`config.mk`:
```
export PLATFORM = sky130hd
export DESIGN_NAME = ssc_divword_mod
export DESIGN_NICKNAME = d
export VERILOG_FILES = /design/src/rtl/ssc_divword_mod.sv
export SDC_FILE = /design/constraint.sdc
export NUM_CORES = 1
export LEC_CHECK = 0
export ABC_AREA = 1
export BUFFER_PORTS_ARGS = -buffer_cell sky130_fd_sc_hd__buf_2
export CAP_MARGIN = 10
export CORE_AREA = 2 2 126 128
export CTS_CLUSTER_DIAMETER = 200
export DETAILED_ROUTE_END_ITERATION = 10
export DIE_AREA = 0 0 128 130
export PLACE_DENSITY = 0.81
export SLEW_MARGIN = 20
export SYNTH_ARGS = -nofsm -noshare
export SYNTH_HDL_FRONTEND = slang
export SYNTH_SLANG_ARGS = --single-unit
```
`constraint.sdc`:
```
create_clock -name clk -period 3.1 [get_ports clk]
set_clock_uncertainty 0.1 [all_clocks]
set_input_delay 0.155 -clock clk [delete_from_list [all_inputs] [get_ports clk]]
set_output_delay 0.155 -clock clk [all_outputs]
set_load 0.05 [all_outputs]
```
`src/rtl/ssc_divword_mod.sv`:
```
module ssc_divword_mod #(
  parameter int IW = 8,
  parameter int FW = 18,
  parameter int PW = 16
) (
  input  logic             clk,
  input  logic             rst_n,
  input  logic             spread_en,
  input  logic             center_sel,
  input  logic [IW-1:0]    base_int,
  input  logic [FW-1:0]    base_frac,
  input  logic [PW-1:0]    seg_len,
  input  logic [PW-1:0]    step_size,
  input  logic [PW-1:0]    upd_period,
  output logic [IW+FW-1:0] div_word
);
  localparam int WW = IW + FW;
  localparam int OW = WW + 1;

  logic signed [OW-1:0] ofs;
  logic [PW-1:0] hcnt, acnt, sh_half, sh_step, sh_adj;
  logic [1:0] seg;
  logic sh_center;

  logic [WW-1:0] base;
  logic step_now, seg_end, seg_last, go_up;
  logic signed [OW-1:0] stp;

  assign base     = {base_int, base_frac};
  assign step_now = acnt == sh_adj;
  assign seg_end  = hcnt == sh_half;
  assign seg_last = sh_center ? (seg == 2'd3) : (seg == 2'd1);
  assign go_up    = sh_center ? (seg == 2'd0 || seg == 2'd3) : (seg == 2'd1);
  assign stp      = OW'(sh_step);
  assign div_word = spread_en ? base + ofs[WW-1:0] : base;

  always_ff @(posedge clk) begin
    if (!rst_n) begin
      ofs <= '0; hcnt <= '0; acnt <= '0; seg <= '0;
      sh_half <= '0; sh_step <= '0; sh_adj <= '0; sh_center <= 1'b0;
    end else if (!spread_en) begin
      ofs <= '0; hcnt <= '0; acnt <= '0; seg <= '0;
      sh_half <= seg_len; sh_step <= step_size;
      sh_adj <= upd_period; sh_center <= center_sel;
    end else begin
      if (step_now)
        ofs <= go_up ? ofs + stp : ofs - stp;
      acnt <= (step_now || seg_end) ? '0 : acnt + 1'b1;
      hcnt <= seg_end ? '0 : hcnt + 1'b1;
      if (seg_end) begin
        if (seg_last) begin
          seg <= '0;
          sh_half <= seg_len; sh_step <= step_size;
          sh_adj <= upd_period; sh_center <= center_sel;
        end else begin
          seg <= seg + 2'd1;
        end
      end
    end
  end
endmodule

```
==> reports/qor.log <==
qor: finish.highest_count_cells_in_the_layout_ignoring_fill_and_taps 407 x sky130_fd_sc_hd__nand2_1, 220 x sky130_fd_sc_hd__inv_1, 153 x sky130_fd_sc_hd__nor2_1
qor: timing.tns 0 ns
qor: global_route.grt_start_max_net_pins 92
qor: clock_network.cts_tree done
qor: timing.setup_viol 0
qor: synthesis.synth-main-ff-cell sky130_fd_sc_hd__dfxtp_1
qor: synthesis.synth_top_area_share 0.2410
qor: place.place_ws 0.01664 ns
qor: place.dp_hpwl 17950 um
qor: synthesis.yosysSeqAreaShare 0.2410
qor: worst_setup_path.critPathArrivalTime 2.69 ns
qor: timing.hold_viol_final 0
qor: floorplanning.initial_core_utilization 0.5870
qor: pwr.ir_drop 369.4 uV
qor: hold_path.worst_hold_path_type in2reg
qor: timing.slew_headroom 0.4037
qor: synthesis.synth-warning-count 0
qor: synthesis.synth-seq-cells 109
qor: drt.route.antenna.remaining_nets 0
qor: clock_network.cts-htree-levels 3
qor: finish.syn_to_final_growth 18.82%
qor: worst_setup_path.worst-setup-path-type reg2out
qor: synthesis.postSynthAreaPerCell 6.045 um^2
qor: drt.remaining_drc_errors 0
qor: global_route.grt_pass1_wl 40230 um
qor: clock_network.ctsLongestPathBuffers 2
qor: clock_network.path_clk_slew 0.08 ns
qor: clock_network.clockRootBuffer sky130_fd_sc_hd__clkbuf_16
qor: finish.instances_no_fill 1828
qor: synthesis.synth_cells 1498
qor: drt.drt_iter0_markers 607
qor: floorplanning.boundaryPins 104
qor: worst_setup_path.cp_data_required_time 2.84 ns
qor: pwr.cellLeakagePower 5.494 nW
qor: finish.antenna_cells_inserted 0
qor: run.cap_viol_max_count 0
qor: clock_network.numCtsBuffers 9
qor: synthesis.post_synth_main_area_contributors sky130_fd_sc_hd__dfxtp_1 24%, sky130_fd_sc_hd__nand2_1 18%, sky130_fd_sc_hd__inv_1 9.3%
qor: global_route.grt_overflow_total 0
qor: floorplanning.placement_rows 46
qor: place.placed_cell_count 1756
qor: floorplanning.core_area 15420 um^2
qor: timing.final_min_period_over_clock_period 0.9508
qor: pwr.power.density_cell_area 362.2 nW/um^2
qor: synthesis.synth_cell_type_count 39
qor: finish.final_common_cell sky130_fd_sc_hd__nand2_1
qor: status.outcome complete, no violations
qor: finish.fillCellCount 1329
qor: drt.avgRoutedWirePerCell 13.81 um
qor: drt.wirelength 25250 um
qor: worst_setup_path.critical_path.startpoint_type flop
qor: timing.f_max 0.3393 GHz
qor: clock_network.numClockSinks 109
qor: global_route.antenna_violations_before_repair 0
qor: floorplanning.die_w 128 um
qor: pwr.p_total 0.003897 W
qor: timing.hold_slack 0.2331 ns
qor: place.place.port_buffers 103
qor: finish.drive_above_1_share 0.1461
qor: drt.detailroute.via_count 9698
qor: worst_setup_path.path_max_fanout 4
qor: floorplanning.die_area 16640 um^2
qor: place.finalWeightedCongestion 0.9780
qor: timing.layout_min_cycle_time 2.948 ns
qor: clock_network.worst_skew_pair.late_latency 0.37 ns
qor: finish.fin_nets 1767
qor: synthesis.cell_taking_the_most_area_after_synthesis sky130_fd_sc_hd__dfxtp_1
qor: timing.layout_setup_ws 0.1525 ns
qor: global_route.globalRouteTotalUtil 0.2993
qor: synthesis.synthesis.nets 1633
qor: global_route.first_global_vias 8681
qor: drt.post_drt_via_cell_ratio 5.305
qor: timing.rsz_0062_raised_after_global_routing yes
qor: floorplanning.die-height 130 um
qor: timing.tightestPinTransition 0.8935 ns
qor: synthesis.synth-edff-count 0
qor: worst_setup_path.endpoint_kind primary output
qor: timing.maxSlewViolCount 0
qor: synthesis.post_synthesis_cell_area 9055 um^2
qor: synthesis.async_reset_ff_frac 0
qor: drt.first_pass_iters 5
-- registers in the layout (all words and copies together) (netlist names) --
| signal | flops |
|---|---|
| sh_center | 1 |
| sh_half | 16 |
| acnt | 16 |
| sh_step | 16 |
| hcnt | 16 |
| ofs | 26 |
| sh_adj | 16 |
| seg | 2 |
-- synth_stat cells, types with 13 or more instances --
cell type and n:
sky130_fd_sc_hd__nand3_1 122, sky130_fd_sc_hd__nand2_1 426, sky130_fd_sc_hd__o21ai_0 41, sky130_fd_sc_hd__a21oi_2 20, sky130_fd_sc_hd__inv_1 225, sky130_fd_sc_hd__nor3_1 13, sky130_fd_sc_hd__clkbuf_1 16, sky130_fd_sc_hd__buf_2 14
sky130_fd_sc_hd__xnor2_1 32, sky130_fd_sc_hd__ha_1 55, sky130_fd_sc_hd__nor2_1 169, sky130_fd_sc_hd__a21oi_1 117, sky130_fd_sc_hd__dfxtp_1 109, sky130_fd_sc_hd__nand4_1 26, sky130_fd_sc_hd__xor2_1 42
-- path summary, 6_finish.rpt --
kind                            slack [ns]     from           end  depth (start not counted)
worst max register to register        0.16   seg[1]       ofs[14]                         17
worst min register to register        0.38  acnt[0]       acnt[0]                          1
worst min-delay path                  0.23    rst_n        ofs[8]                          4
worst max-delay path                  0.15   ofs[0]  div_word[18]                         13
-- final cells by class --
class,count,area [um^2],area share
flip-flops and latches,109,2183,0.2029
repair buffers,170,1160,0.1078
clock buffers,10,239.0,0.02221
clock inverters,5,91.34,0.008489
well taps,192,240.2,0.02233
multi-input cells,1114,5987,0.5565
inverters,228,858.3,0.07978
-- cell families (layout without fill, tap and decap cells) --
logic type,after synthesis,count (layout),share of synthesized area
and+or+nand+nor,787,787,0.3638
buffers and inverters,275,413,0.1213
AOI/OAI and AO/OA,194,194,0.1183
DFF,109,109,0.2410
xor gates and xnor gates,76,76,0.07517
adders and majority gates,57,57,0.08042
-- metrics by stage --
step	util	area [um^2]
2_1_floorplan	-	9055
3_3_place_gp	0.6266	9666
3_5_place_dp	0.6266	9666
4_1_cts	0.6801	10490
5_1_grt	0.6975	10760
6_report	0.6975	10760
-- critical path, stage by stage (launching register included) --
cell and delay (ns):
sky130_fd_sc_hd__dfxtp_1 0.41, sky130_fd_sc_hd__ha_1 0.20, sky130_fd_sc_hd__inv_1 0.06, sky130_fd_sc_hd__fa_1 0.44, sky130_fd_sc_hd__o21ai_4 0.23, sky130_fd_sc_hd__nand2_1 0.10, sky130_fd_sc_hd__nand2_1 0.13, sky130_fd_sc_hd__nand2_1 0.07
sky130_fd_sc_hd__nand2_1 0.10, sky130_fd_sc_hd__nand2_1 0.09, sky130_fd_sc_hd__nand3_1 0.08, sky130_fd_sc_hd__nand3_1 0.09, sky130_fd_sc_hd__nand2_1 0.08, sky130_fd_sc_hd__buf_2 0.26
-- where the power goes --
part	internal [W]	switching (W)	leakage (nW)
sequential	0.00145	0.0000410	0.892
combinational	0.000389	0.000693	4.44
clock	0.000742	0.000583	0.163
-- per-layer routing --
metal | track usage | wire (um) | part of all wire | vias to the layer above
li1 | - | - | - | 5012
met1 | 0.3744 | 11030 | 0.44 | 4354
met2 | 0.5294 | 12210 | 0.48 | 279
met3 | 0.04141 | 1270 | 0.050 | 53
met4 | 0.1080 | 731 | 0.029 | 0
met5 | 0 | 0 | 0 | -
-- timing repair --
action,in CTS,in global routing
hold buffers,49,0
setup endpoints to repair,1,24
pin swaps,0,26
hold endpoints to repair,49,0
setup buffers,0,8
gates resized for setup,1,72
No activity file was read; power rests on OpenSTA's default activity.
